File: config.mk
export PLATFORM = sky130hd
export DESIGN_NAME = com_scan_shifter
export DESIGN_NICKNAME = d
export VERILOG_FILES = /design/src/rtl/com_scan_pkg.sv /design/src/rtl/com_scan_chain.sv /design/src/rtl/com_level_enc.sv /design/src/rtl/com_scan_shifter.sv
export SDC_FILE = /design/constraint.sdc
export NUM_CORES = 1
export LEC_CHECK = 0
export ABC_AREA = 1
export CORE_AREA = 2 2 188 190
export CTS_BUF_LIST = sky130_fd_sc_hd__clkbuf_4 sky130_fd_sc_hd__clkbuf_8
export DETAILED_ROUTE_END_ITERATION = 10
export DIE_AREA = 0 0 190 192
export PLACE_DENSITY = 0.88
export SLEW_MARGIN = 10
export SYNTH_ARGS = -nofsm -noshare
export SYNTH_HDL_FRONTEND = slang
export SYNTH_SLANG_ARGS = --single-unit
File: constraint.sdc
create_clock -name line_clk -period 9 [get_ports line_clk]
set_clock_uncertainty 0.05 [all_clocks]
set_input_delay 0.9 -clock line_clk [delete_from_list [all_inputs] [get_ports line_clk]]
set_output_delay 0.9 -clock line_clk [all_outputs]
set_load 0.01 [all_outputs]
File: src/rtl/com_scan_pkg.sv
package com_scan_pkg;

    typedef enum logic [1:0] {
        LVL_V1 = 2'b00,
        LVL_V2 = 2'b01,
        LVL_V5 = 2'b10,
        LVL_V6 = 2'b11
    } drive_lvl_e;

    // Level for one line from its select bit, alternation phase and enable.
    function automatic drive_lvl_e pick_level(input logic sel,
                                              input logic m,
                                              input logic en);
        drive_lvl_e lvl;
        if (!en)      lvl = LVL_V1;
        else if (sel) lvl = m ? LVL_V6 : LVL_V1;
        else          lvl = m ? LVL_V2 : LVL_V5;
        return lvl;
    endfunction

endpackage

File: src/rtl/com_scan_chain.sv
module com_scan_chain #(
    parameter int NUM_LINES   = 240,
    parameter int SHORT_LINES = 120
) (
    input  logic                 line_clk,
    input  logic                 rst_n,
    input  logic                 frame_mark,
    input  logic                 shift_left,
    input  logic                 duty_full,
    output logic [NUM_LINES-1:0] sel
);

    typedef struct packed {
        logic [NUM_LINES-1:0] sel;
    } chain_t;

    chain_t state_d, state_q;

    logic [NUM_LINES:0] up_src;     // up_src[i] feeds stage i when climbing
    logic [NUM_LINES:0] dn_ext;     // dn_ext[i+1] feeds stage i when descending

    always_comb begin
        up_src = {state_q.sel, frame_mark};
        dn_ext = {1'b0, state_q.sel};
        state_d = state_q;
        for (int i = 0; i < NUM_LINES; i++) begin
            if (!duty_full && (i >= SHORT_LINES)) begin
                state_d.sel[i] = 1'b0;
            end else if (shift_left) begin
                state_d.sel[i] = up_src[i];
            end else if ((duty_full && (i == NUM_LINES - 1)) ||
                         (!duty_full && (i == SHORT_LINES - 1))) begin
                state_d.sel[i] = frame_mark;
            end else begin
                state_d.sel[i] = dn_ext[i+1];
            end
        end
    end

    always_ff @(negedge line_clk or negedge rst_n) begin
        if (!rst_n) state_q <= '0;
        else        state_q <= state_d;
    end

    assign sel = state_q.sel;

    // climbing entry takes the marker at line 1
    p_climb_entry_r3: assert property (@(negedge line_clk) disable iff (!rst_n)
        shift_left |=> (sel[0] == $past(frame_mark)));

    // full descending entry at the last line
    p_full_descend_entry_r4: assert property (@(negedge line_clk) disable iff (!rst_n)
        (!shift_left && duty_full) |=> (sel[NUM_LINES-1] == $past(frame_mark)));

    // short descending entry at the top of the short window
    p_short_descend_entry_r5: assert property (@(negedge line_clk) disable iff (!rst_n)
        (!shift_left && !duty_full) |=> (sel[SHORT_LINES-1] == $past(frame_mark)));

    // upper part idle in short mode
    p_upper_idle_r6: assert property (@(negedge line_clk) disable iff (!rst_n)
        !duty_full |=> (sel[NUM_LINES-1:SHORT_LINES] == '0));

    // no wraparound when climbing past the last line
    p_no_wrap_r7: assert property (@(negedge line_clk) disable iff (!rst_n)
        (shift_left && !frame_mark) |=> !sel[0]);

endmodule

File: src/rtl/com_level_enc.sv
module com_level_enc
    import com_scan_pkg::*;
#(
    parameter int NUM_LINES = 240
) (
    input  logic                   alt_m,
    input  logic                   disp_en,
    input  logic [NUM_LINES-1:0]   sel,
    output logic [2*NUM_LINES-1:0] level_code
);

    for (genvar g = 0; g < NUM_LINES; g++) begin : g_line
        drive_lvl_e lvl;
        assign lvl = pick_level(sel[g], alt_m, disp_en);
        assign level_code[2*g +: 2] = lvl;
    end

endmodule

File: src/rtl/com_scan_shifter.sv
module com_scan_shifter #(
    parameter int NUM_LINES   = 240,
    parameter int SHORT_LINES = 120
) (
    input  logic                   line_clk,
    input  logic                   rst_n,
    input  logic                   frame_mark,
    input  logic                   alt_m,
    input  logic                   shift_left,
    input  logic                   duty_full,
    input  logic                   disp_en,
    output logic [2*NUM_LINES-1:0] level_code
);

    logic [NUM_LINES-1:0] sel;

    com_scan_chain #(
        .NUM_LINES  (NUM_LINES),
        .SHORT_LINES(SHORT_LINES)
    ) i_chain (
        .line_clk  (line_clk),
        .rst_n     (rst_n),
        .frame_mark(frame_mark),
        .shift_left(shift_left),
        .duty_full (duty_full),
        .sel       (sel)
    );

    com_level_enc #(
        .NUM_LINES(NUM_LINES)
    ) i_enc (
        .alt_m     (alt_m),
        .disp_en   (disp_en),
        .sel       (sel),
        .level_code(level_code)
    );

    // disabled display drives every line to V1
    p_off_all_v1_r10: assert property (@(negedge line_clk) disable iff (!rst_n)
        !disp_en |-> (level_code == '0));

    // low code bit follows the alternation phase on line 1
    p_phase_first_r9: assert property (@(negedge line_clk) disable iff (!rst_n)
        disp_en |-> (level_code[0] == alt_m));

    // a selected and an unselected line never share a code
    p_sel_code_r8: assert property (@(negedge line_clk) disable iff (!rst_n)
        (disp_en && sel[0] && !sel[1]) |-> (level_code[1:0] != level_code[3:2]));

endmodule

==> results of run 1 <==
-- Yosys cell counts (12+ instances only) --
master / instances
o21ai_0: 479
nand2_1: 124
buf_6: 12
clkbuf_2: 18
nor2_1: 720
dfrtn_1: 240
buf_2: 41
buf_4: 255
clkbuf_1: 57
inv_1: 243
-- how the worst max path moves through the flow --
stage / end / slack, ps / cells after the start
6_report: level_code[415] / 1580 / 3
4_1_cts: level_code[461] / 1550 / 3
2_1_floorplan: level_code[100] / 2610 / 6
5_1_grt: level_code[373] / 1500 / 3
3_3_place_gp: i_chain.sel[212]$_DFF_NN0_ / 1840 / 5
3_5_place_dp: i_chain.sel[190]$_DFF_NN0_ / 1780 / 5
-- final cells by class --
| cell class | count | area (µm²) |
|---|---|---|
| Fill cell | 3055 | 15400 |
| Multi-Input combinational cell | 1324 | 5570 |
| Clock buffer | 60 | 769 |
| Tap cell | 455 | 569 |
| Inverter | 245 | 932 |
| Sequential cell | 240 | 6010 |
| Timing Repair Buffer | 497 | 5020 |
| Clock inverter | 5 | 71.3 |
-- per-stage QoR --
stage          power (mW)  util (%)  std cells
5_1_grt              3.33      55.2       2826
3_5_place_dp         2.14      52.7       2760
4_1_cts              3.18      55.1       2825
6_report             3.16      55.2       2826
2_1_floorplan        1.82         -       2194
3_3_place_gp         2.11      52.7       2760
-- worst register-to-register path: stages (launching register included) --
cell	delay, ps
dfrtn_1	390
o21ai_0	220
nor2_1	60
-- cells by family (layout without fill, tap and decap cells) --
kind of cell,count (synthesis),in the layout,synth area share (%)
and+or+nand+nor,845,845,21.0
buffers and inverters,630,807,23.2
AOI/OAI and AO/OA,479,479,15.9
DFF,240,240,39.8
-- power by group --
group	switching (mW)	total [mW]	internal [mW]	leakage (nW)
Sequential	0.104	1.32	1.21	3.17
Clock	0.455	1.03	0.577	0.444
Combinational	0.447	0.814	0.368	4.81
-- layer usage --
layer / up-vias / GRT usage [%] / wire [µm]
li1: 6791 / - / -
met1: 6413 / 26.5 / 16300
met2: 566 / 35.6 / 19600
met3: 79 / 5.83 / 3830
met4: 0 / 6.80 / 1080
met5: - / 0 / 0
==> impl_metrics.ini, run 1 <==
[drt]
viasPerCell = 4.90
drc_errors = 0
wl_per_cell_um = 14.5
finalWirelength_um = 40900
vias = 13800
drtAntennaViolNets = 0
firstDrtPassIters = 5
drt_iter0_drc = 1006

[final_layout]
final_layout_size_suffix_gt1_share_pct = 3.54
diodes = 0
final_cell_area_um2 = 18900
fin_nets = 2355
final_cell_mix = nor2_1 (720), clkdlybuf4s50_1 (481), o21ai_0 (479), inv_1 (242), dfrtn_1 (240)
largest_reg_flops = 240
final_common_cell = nor2_1
syn2layout_area_growth_pct = 25.6

[worst_hold_path]
min_to = i_chain.sel[36]$_DFF_NN0_
min_path_type = reg2reg
hold_depth = 2
min_from = i_chain.sel[35]$_DFF_NN0_

[global_route]
gr-usage-all-layers_pct = 21.2
grt_max_degree = 228
grt-ovfl-total = 0
grt_pass1_wl_um = 64400
grt_pass1_vias = 12700
antenna_found_initial = 0

[floorplanning]
die-width_um = 190
start_util_pct = 44.0
die-area_um2 = 36500
die_h_um = 192
num_rows = 68
core_um2 = 34300
ios = 487

[critical_path]
critPathBufInv = 1
timing.rr.start = i_chain.sel[187]$_DFF_NN0_
r2r_cells = 2
arrival_ps = 6470
rrSetupSlack_ps = 8120
crit_type = reg2out
end_kind = primary output
worstReg2RegEnd = i_chain.sel[186]$_DFF_NN0_
crit_family = buffers and inverters
cp_slowest_stage_delay_ps = 620
crit_slowest_cell = clkdlybuf4s50_1
critPathMaxFanout = 4
path_cells = o21ai_0 > nor2_1 > clkdlybuf4s50_1
cp-start-kind = register
startpoint = i_chain.sel[207]$_DFF_NN0_
cp_data_required_time_ps = 8050

[clock_network]
clk_pin_slew_ps = 40
cts_root_buf = clkbuf_8
cts_tree = done
h-tree-depth = 2
clock_sinks = 240
clock_latency_ps = 540
ctsResizeCount = 0
post_cts_buffers = 0
cts.path.max_buffers = 3
cts_hold_buf = 0
cts_made_buffers = 40

[place]
pre_cts_ws_ps = 1780
gp_congestion = 0.823
port_buffers = 486
placed_area_um2 = 18100
dp_hpwl_um = 26300

[timing]
setup_viol = 0
tightest_slew_ps = 1010
rsz0062_at_grt = no
fin_setup_tns_ps = 0
drv_slew = 0
setup_ws_ps = 1580
holdWs_ps = 402
finalHoldViolations = 0
slew_headroom_pct = 32.5

[synth]
syn_area_per_cell_um2 = 6.87
synth_area_leaders = dfrtn_1 (40%), nor2_1 (18%), o21ai_0 (16%)
synth_area_um2 = 15100
ys_ff_latch = 240
synth_top_cell_by_area = dfrtn_1
synth_edf_count = 0
ys.flop_type = dfrtn_1
synth.distinct_cells = 15
async_reset_ff_share_pct = 100
yosys.area.top_type_share_pct = 39.8
synth_nets = 2201
seq_area_frac_synth_pct = 39.8
netlist_instances = 2194
yosysWarnings = 0

[run_status]
status = finished clean

[pwr]
power.density_cell_area_nw_per_um2 = 167
total_leakage_power_nw = 8.43
max-vdd-ir-drop_mv = 0.168

[flow_run]
maxCapViolCount = 0
No activity file was read; power rests on OpenSTA's default activity.
==> inputs of run 2 (changes only) <==
CORE_AREA = default   (was 2 2 188 190)
CORE_UTILIZATION = 44   (was default)
DIE_AREA = default   (was 0 0 190 192)
PLACE_DENSITY = 0.91   (was 0.88)
clock period = 6.8 ns   (was 9 ns; I/O delays follow)
==> run 2 against run 1 <==
Against the previous run: combinational power is 34% higher; worst setup slack worse by 830 ps; wire length grew 2.2%; worst hold slack lost 2.1 ps; first-iteration DRC count rose by 32%; sequential power increased by 33%; clock-buffer cell count shrank 5; total power up 31%; design area grew 0.28%; via count grew 1.5%; highest routed layer unchanged.
==> impl_metrics.ini, run 2 (same netlist as run 1, synthesis figures left out) <==
[final_layout]
final_cell_mix = nor2_1 (720), clkdlybuf4s50_1 (481), o21ai_0 (479), inv_1 (242), dfrtn_1 (240)
multi_input_area_um2 = 5570
regArea_um2 = 6010
largest_reg_flops = 240
diodes = 0
syn2layout_area_growth_pct = 26.0
final_common_cell = nor2_1
fin_util_pct = 56.5
fin_nets = 2360
final_layout_size_suffix_gt1_share_pct = 3.75
n_fill_cell = 2841

[drt]
viasPerCell = 4.98
firstDrtPassIters = 5
wl_per_cell_um = 14.8
drt_iter0_drc = 1329
finalWirelength_um = 41800
drc_errors = 0
vias = 14100
drtAntennaViolNets = 0

[global_route]
grt-ovfl-total = 0
gr-usage-all-layers_pct = 22.8
antenna_found_initial = 0
grt_max_degree = 241
grt_pass1_vias = 12700
grt_pass1_wl_um = 65900

[clock_network]
cts_tree = done
cts_made_buffers = 40
clock_sinks = 240
post_cts_buffers = 0
ctsResizeCount = 0
cts.path.max_buffers = 3
clock_latency_ps = 520
cts_root_buf = clkbuf_8
h-tree-depth = 2
cts_hold_buf = 0
clk_pin_slew_ps = 40

[pwr]
switchingPower_mw = 1.34
power.density_cell_area_nw_per_um2 = 219
combinationalPowerShare_pct = 26.3
total_leakage_power_nw = 8.46
intPower_mw = 2.82
p_sw_share_pct = 32.2
max-vdd-ir-drop_mv = 0.199
p_seq_share_pct = 42.0
power_frac_clock_pct = 31.7

[place]
port_buffers = 486
gp_congestion = 0.869
dp_hpwl_um = 26700

[timing]
slew_headroom_pct = 23.4
fin_setup_tns_ps = 0
finalHoldViolations = 0
drv_slew = 0
setup_viol = 0
rsz0062_at_grt = no
tightest_slew_ps = 1150

[floorplanning]
die_h_um = 187
core_um2 = 33600
die-width_um = 187
start_util_pct = 44.8
num_rows = 67
ios = 487
die-area_um2 = 35000

[critical_path]
arrival_ps = 5320
cp_data_required_time_ps = 6070
crit_type = reg2out
critPathMaxFanout = 4
cp-start-kind = register
end_kind = primary output

[run_status]
status = finished clean

[worst_hold_path]
min_path_type = reg2reg

[flow_run]
maxCapViolCount = 0
==> run 2: cell types whose count changed in the layout (fill, tap and decap cells not counted), sizes merged <==
cell / delta
buf: +4
clkbuf: -4
clkinv: +5
clkinvlp: +2
inv: -2
==> run 2: power groups by stage <==
stage / clock network [mW] / registers (mW) / logic [mW]
2_1_floorplan: 0 / 1.72 / 0.689
3_3_place_gp: 0 / 1.75 / 1.06
3_5_place_dp: 0 / 1.76 / 1.08
4_1_cts: 1.33 / 1.74 / 1.09
5_1_grt: 1.40 / 1.77 / 1.20
6_report: 1.32 / 1.75 / 1.09
==> run 2: stage by stage <==
stage | std cells | instance area [µm²] | hold WS [ps] | setup slack [ps] | total power [mW]
floorplan | 2194 | 15100 | 376 | 846 | 2.41
global placement | 2757 | 18100 | 390 | 1130 | 2.80
detailed placement | 2757 | 18100 | 402 | 1130 | 2.84
CTS | 2822 | 18900 | 406 | 738 | 4.17
global route | 2824 | 19000 | 422 | 644 | 4.37
finish | 2824 | 19000 | 400 | 747 | 4.16
==> run 2: metal layers <==
| metal | up-vias | GRT usage, % | part of all wire, % |
|---|---|---|---|
| met5 | - | 0 | 0 |
| met4 | 0 | 11.5 | 4.7 |
| met3 | 123 | 7.79 | 11 |
| met2 | 635 | 36.9 | 46 |
| met1 | 6497 | 26.8 | 38 |
| li1 | 6802 | - | - |
==> run 2: cell type report <==
type | count | share of cell area, %
inverter | 245 | 4.92
multi-input combinational | 1324 | 29.3
clock inverter | 10 | 0.441
clock buffer | 55 | 3.79
sequential | 240 | 31.6
timing repair buffer | 502 | 26.9
tap | 448 | 2.95
==> run 2: worst max-delay path: stages, from the launching register on <==
cell	delay [ps]
dfrtn_1	460
o21ai_0	120
nor2_1	240
clkdlybuf4s50_1	610
==> run 2: final timing paths <==
| kind | to | cells after the start | slack (ps) | startpoint |
|---|---|---|---|---|
| worst min register to register | i_chain.sel[2]$_DFF_NN0_ | 2 | 400 | i_chain.sel[1]$_DFF_NN0_ |
| min in group asynchronous | i_chain.sel[53]$_DFF_NN0_ | 1 | 3430 | rst_n |
| worst max-delay path | level_code[439] | 3 | 750 | i_chain.sel[219]$_DFF_NN0_ |
| worst min-delay path | i_chain.sel[2]$_DFF_NN0_ | 2 | 400 | i_chain.sel[1]$_DFF_NN0_ |
| worst max register to register | i_chain.sel[174]$_DFF_NN0_ | 2 | 5660 | i_chain.sel[175]$_DFF_NN0_ |
| max in group asynchronous | i_chain.sel[220]$_DFF_NN0_ | 2 | 2380 | rst_n |
